===== config.mk =====
export PLATFORM = sky130hd
export DESIGN_NAME = acc_ovf_trap
export DESIGN_NICKNAME = d
export VERILOG_FILES = /design/src/rtl/acc_ovf_trap.sv
export SDC_FILE = /design/constraint.sdc
export NUM_CORES = 1
export LEC_CHECK = 0
export CAP_MARGIN = 15
export CORE_MARGIN = 2
export CORE_UTILIZATION = 23
export DETAILED_ROUTE_END_ITERATION = 6
export HOLD_SLACK_MARGIN = 0.1
export PLACE_DENSITY = 0.83
export REMOVE_ABC_BUFFERS = 1
export SYNTH_ARGS = -nofsm -noshare
export SYNTH_HDL_FRONTEND = slang
export SYNTH_SLANG_ARGS = --single-unit

===== constraint.sdc =====
create_clock -name clk -period 1.95 [get_ports clk]
set_clock_uncertainty 0.2 [all_clocks]
set_input_delay 0.39 -clock clk [delete_from_list [all_inputs] [get_ports clk]]
set_output_delay 0.39 -clock clk [all_outputs]
set_load 0.05 [all_outputs]

===== src/rtl/acc_ovf_trap.sv =====
module acc_ovf_trap #(
  parameter int ACC_W   = 40,
  parameter int GUARD_W = 8
) (
  input  logic             clk,
  input  logic             rst_n,
  input  logic             wr_en,
  input  logic             wr_sel,
  input  logic [ACC_W-1:0] wr_data,
  input  logic             wr_carry,
  input  logic             trap_en,
  input  logic             sat_en_a,
  input  logic             sat_en_b,
  input  logic             clr_math_err,
  output logic             ovf_a,
  output logic             ovf_b,
  output logic             math_err,
  output logic             trap_req
);
  localparam int TOP_W = GUARD_W + 1;

  logic [TOP_W-1:0] top;
  logic res_ovf, res_zero, wr_a, wr_b, armed_a, armed_b, hit, pending;
  logic cat_a, cat_b;

  assign top      = wr_data[ACC_W-1 -: TOP_W];
  assign res_ovf  = ~(&top) & (|top);
  assign res_zero = ~|wr_data;
  assign wr_a     = wr_en & ~wr_sel;
  assign wr_b     = wr_en &  wr_sel;
  assign armed_a  = trap_en & ~sat_en_a;
  assign armed_b  = trap_en & ~sat_en_b;
  assign hit      = ((wr_a & armed_a) | (wr_b & armed_b)) & wr_carry & ~res_zero;
  assign pending  = (cat_a & armed_a) | (cat_b & armed_b);
  assign trap_req = math_err & pending;

  always_ff @(posedge clk) begin
    if (!rst_n) begin
      ovf_a    <= 1'b0;
      ovf_b    <= 1'b0;
      cat_a    <= 1'b0;
      cat_b    <= 1'b0;
      math_err <= 1'b0;
    end else begin
      if (wr_a) begin
        ovf_a <= res_ovf;
        cat_a <= wr_carry & ~res_zero;
      end
      if (wr_b) begin
        ovf_b <= res_ovf;
        cat_b <= wr_carry & ~res_zero;
      end
      if (hit)
        math_err <= 1'b1;
      else if (clr_math_err && !pending)
        math_err <= 1'b0;
    end
  end
endmodule



### Yosys cells after proc, flatten, opt, wreduce, memory -nomap -nowiden

Cells that the tools add are included.

| storage, ports and cells | value |
|---|---|
| flip-flop bits (word level) | 5 |
| input port bits | 49 |
| output and inout port bits | 4 |

| operators by class | value |
|---|---|
| multiplexer cells | 2 |
| bitwise operators | 19 |
| reduce and logical (&&, ||, !) cells | 6 |

Operator list:

| kind | number |
|---|---|
| $reduce_or A40 Y1 | 1 |
| $and A1 B1 Y1 | 13 |
| $reduce_and A9 Y1 | 1 |
| $reduce_or A9 Y1 | 1 |
| $not A1 Y1 | 4 |
| $mux W1 | 2 |
| $or A1 B1 Y1 | 2 |
| $reduce_bool A2 Y1 | 1 |
| $logic_and A1 B1 Y1 | 1 |
| $logic_not A1 Y1 | 1 |

### Longest topological paths before layout

| depth | value |
|---|---|
| depth after elaboration | 8 |
| gate-level depth with buffers | 4 |
| depth with buffers taken out | 4 |

### Worst setup path after synthesis

OpenSTA, ideal clock, no wires.

| timing | value |
|---|---|
| path kind | register -> output |
| start point | register math_err |
| end point | output trap_req |
| data arrival time | 1,533 ps |
| path slack | -173 ps |
| cell stages (with the launch flop) | 3 |
| path buffers | 0 |
| cells stage by stage | dfxtp_1 nand2_1 a21oi_1 |

| between the ends | value |
|---|---|
| cells in the longest elaborated chain, start to end | 1 |

Ends and longest elaborated chain:

| item | RTL line | source |
|---|---|---|
| start, declared | 17 | `output logic math_err,` |
| start signal, assigned | 43 | `math_err <= 1'b0;` |
| start signal, assigned | 54 | `math_err <= 1'b1;` |
| start signal, assigned | 56 | `math_err <= 1'b0;` |
| $and A1 B1 Y1 | 35 | `assign trap_req = math_err & pending;` |
| end, declared | 18 | `output logic trap_req` |

Every way passes these cells.

### Worst setup path in the final report

| timing | value |
|---|---|
| start point | input wr_data[0] |
| end point | register math_err |

| between the ends | value |
|---|---|
| cells in the longest elaborated chain, start to end | 3 |

Ends and longest elaborated chain:

| item | RTL line | source |
|---|---|---|
| start, declared | 9 | `input logic [ACC_W-1:0] wr_data,` |
| $reduce_or A40 Y1 (*) | 28 | `assign res_zero = ~\|wr_data;` |
| $and A1 B1 Y1 (*) | 33 | `assign hit = ((wr_a & armed_a) \| (wr_b & armed_b)) & wr_carry & ~res_zero;` |
| $mux W1 / $reduce_bool A2 Y1 (equally long branches) | n/a |  |

Every way passes the cells marked *; elsewhere a longest branch is shown, timed or not.
A chain may end at the register's enable or synchronous reset.

==> flow_summary.toml <==
[floorplanning]
fp.dieArea_um2 = 1960
die_w_um = 44.3
core_area_um2 = 1510
die_h_um = 44.3
io-pin-count = 53
initial_core_util_pct = 24.8
placementRows = 14

[cells_and_area]
post_route_cells_drive_above_1_share_pct = 20.9
layout.area.seq_um2 = 100
filler_cell_count = 117
area_of_combinational_cells_with_multiple_inputs_um2 = 315
commonest_cells_after_routing_fill_and_taps_aside = "clkdlybuf4s50_1, buf_4, dlymetal6s2s_1"
area_delta_synth_final_pct = 187
diodes = 0
final_nets = 165
layout.core_utilization_pct = 71.0
final_common_cell = "clkdlybuf4s50_1"

[worst_setup_path]
timing.critical_path.max_delay_family = "simple AND/OR/NAND/NOR gates"
timing.critical_path.buf_inv = 1
critical_path.max_stage_delay_ns = 0.56
crit_path_max_fanout = 2
arrival_worst_endpoint_ns = 1.94
worst_ep_required_time_ns = 1.89
timing_worst_setup_path_type = "input pin to register"
cpMaxStageDelayCell = "or4_1"
crit_chain = "clkdlybuf4s50_1 -> nor4_1 -> nand4_1 -> or4_1 -> o211a_1"
endpoint_kind = "register"
critical_path.startpoint_type = "input pin"

[cts]
clock_path_buffers = 2
clock_tree.htree_level_count = 1
clk_transition_reported_paths_ns = 0.04
worstSkewPairLatency_ns = 0.25
number_of_clock_sinks_seen_by_cts = 5
tritoncts = "built"
clk_root_buffer_cell = "clkbuf_4"
cts_made_buffers = 3
cts.hold.buffers_added = 0

[synthesis]
synth.yosys.seq_area_share_pct = 26.8
synth_edf_count = 0
synthCells = 52
flip_flop_and_latch_count_after_synthesis = 5
synth_ff_type = "dfxtp_1"
share_of_async_settable_or_async_resettable_flops_after_synthesis_pct = 0
syn_avg_cell_area_um2 = 7.17
ys_warn_count = 0
post_synth_num_cell_types = 22
post_synthesis_instance_area_um2 = 373

[sta]
fin_hold_ws_ns = 0.269
layout_setup_ws_ns = -0.0503
final_min_period_over_clock_period_pct = 103
period_minus_slack_ns = 2.00
grt_setup_unrepaired = "true"
worst-slew-pin-transition_ns = 0.293
clock.fmax_mhz = 500
final-max-slew-violation-count = 0
report.final.hold_viol_count = 0
setup_viol = 1
tightest_slew_margin_relative_to_the_limit_pct = 80.4

[global_routing]
globalRouteTotalUtil_pct = 18.2
grt-ovfl-total = 0
wire_length_of_the_first_global_routing_pass_um = 2660
grt_max_degree = 9
grt_pass1_vias = 626
grt_antenna_before_repair = 0

[drt]
via_count = 644
antenna_nets_post_route = 0
firstDrtPassIters = 4
drt_drc_violations_left = 0
viasPerCell = 4.92
wl_per_cell_um = 13.1
drt_first_iter_violations = 6
final_wirelength_um = 1710

[placed_design]
buffer_ports.inserted = 52
detailed_place_hpwl_um = 1260
gp_congestion = 0.743
dp_worst_setup_slack_ns = -0.314

[job]
max_cap_viol_count = 0

[pwr]
leak_nw = 0.485
pwr_density_cell_nw_per_um2 = 367
vdd_ir_drop_max_uv = 337

[worst_hold_path]
hold_path.class = "register to register"

[run_status]
failed_checks = "negative setup slack"
outcome = "finished, violations left"
[synthesized netlist by cell type (all sizes together), types with 2 or more instances]
library cell	n	share of area [%]
nor2b	2	3.4
nand3	3	4.0
nor4	8	15
o21ai	2	2.7
dfxtp	5	27
nand4	4	6.7
nor3	2	2.7
nor2	3	3.0
a21oi	3	4.0
nand2	7	7.0
a221oi	2	4.7
nand2b	2	3.4
[flip-flops by register name (all words and copies together), names as in the netlist]
signal and flops:
cat_b 1, math_err 1, ovf_b 1, cat_a 1
ovf_a 1
[what timing repair did]
action | 4_1_cts | 5_1_grt
setup endpoints to repair | 2 | 2
setup buffers | 3 | 2
gates resized for setup | 9 | 12
pin swaps | 7 | 8
[final cells by class]
cell class              count  area share [%]
flip-flops and latches      5            9.36
inverters                   1           0.351
clock buffers               4            2.46
well taps                  16            1.87
multi-input cells          45            29.5
repair buffers             60            56.5
[tightest hold or removal path: cells and delay by family, from the launching register on]
kind | cells | cell delay, ns
AO/OA/AOI/OAI | 1 | 0.06
flip-flops | 1 | 0.30
AND/OR/NAND/NOR | 1 | 0.05
[metrics by stage]
stage | TNS [ns] | power (mW) | area (um2) | cells
global placement | -0.286 | 0.263 | 935 | 122
detailed placement | -0.351 | 0.265 | 935 | 122
finish | -0.0503 | 0.393 | 1070 | 131
floorplan | -0.278 | 0.151 | 369 | 51
global route | -0.0458 | 0.419 | 1070 | 131
CTS | 0 | 0.396 | 1020 | 129
[logic make-up (layout without fill, tap and decap cells)]
group,count (synthesis),count (layout),share of synthesized area (%)
simple gates,33,33,49.0
compound gates,11,11,19.5
flops,5,5,26.8
buf+inv,2,65,2.01
mux,1,1,2.68
[where the power goes]
part / internal (mW) / switching, mW
sequential: 0.110 / 0.00598
combinational: 0.101 / 0.0536
clock: 0.0775 / 0.0445
[per-layer routing]
metal | wire (um) | up-vias | global-route usage, %
met3 | 136 | 2 | 6.53
met2 | 840 | 27 | 31.2
met1 | 727 | 284 | 22.8
li1 | - | 331 | -
met5 | 0 | - | 0
met4 | 8 | 0 | 1.82
[worst paths after layout]
| check | start | endpoint | slack [ns] | depth (start not counted) |
|---|---|---|---|---|
| max | wr_data[0] | math_err | -0.05 | 5 |
| min | ovf_a | ovf_a | 0.27 | 2 |
| max reg2reg | cat_b | math_err | 0.58 | 4 |
| min reg2reg | ovf_a | ovf_a | 0.27 | 2 |
Power figures use the tool's default switching activity.
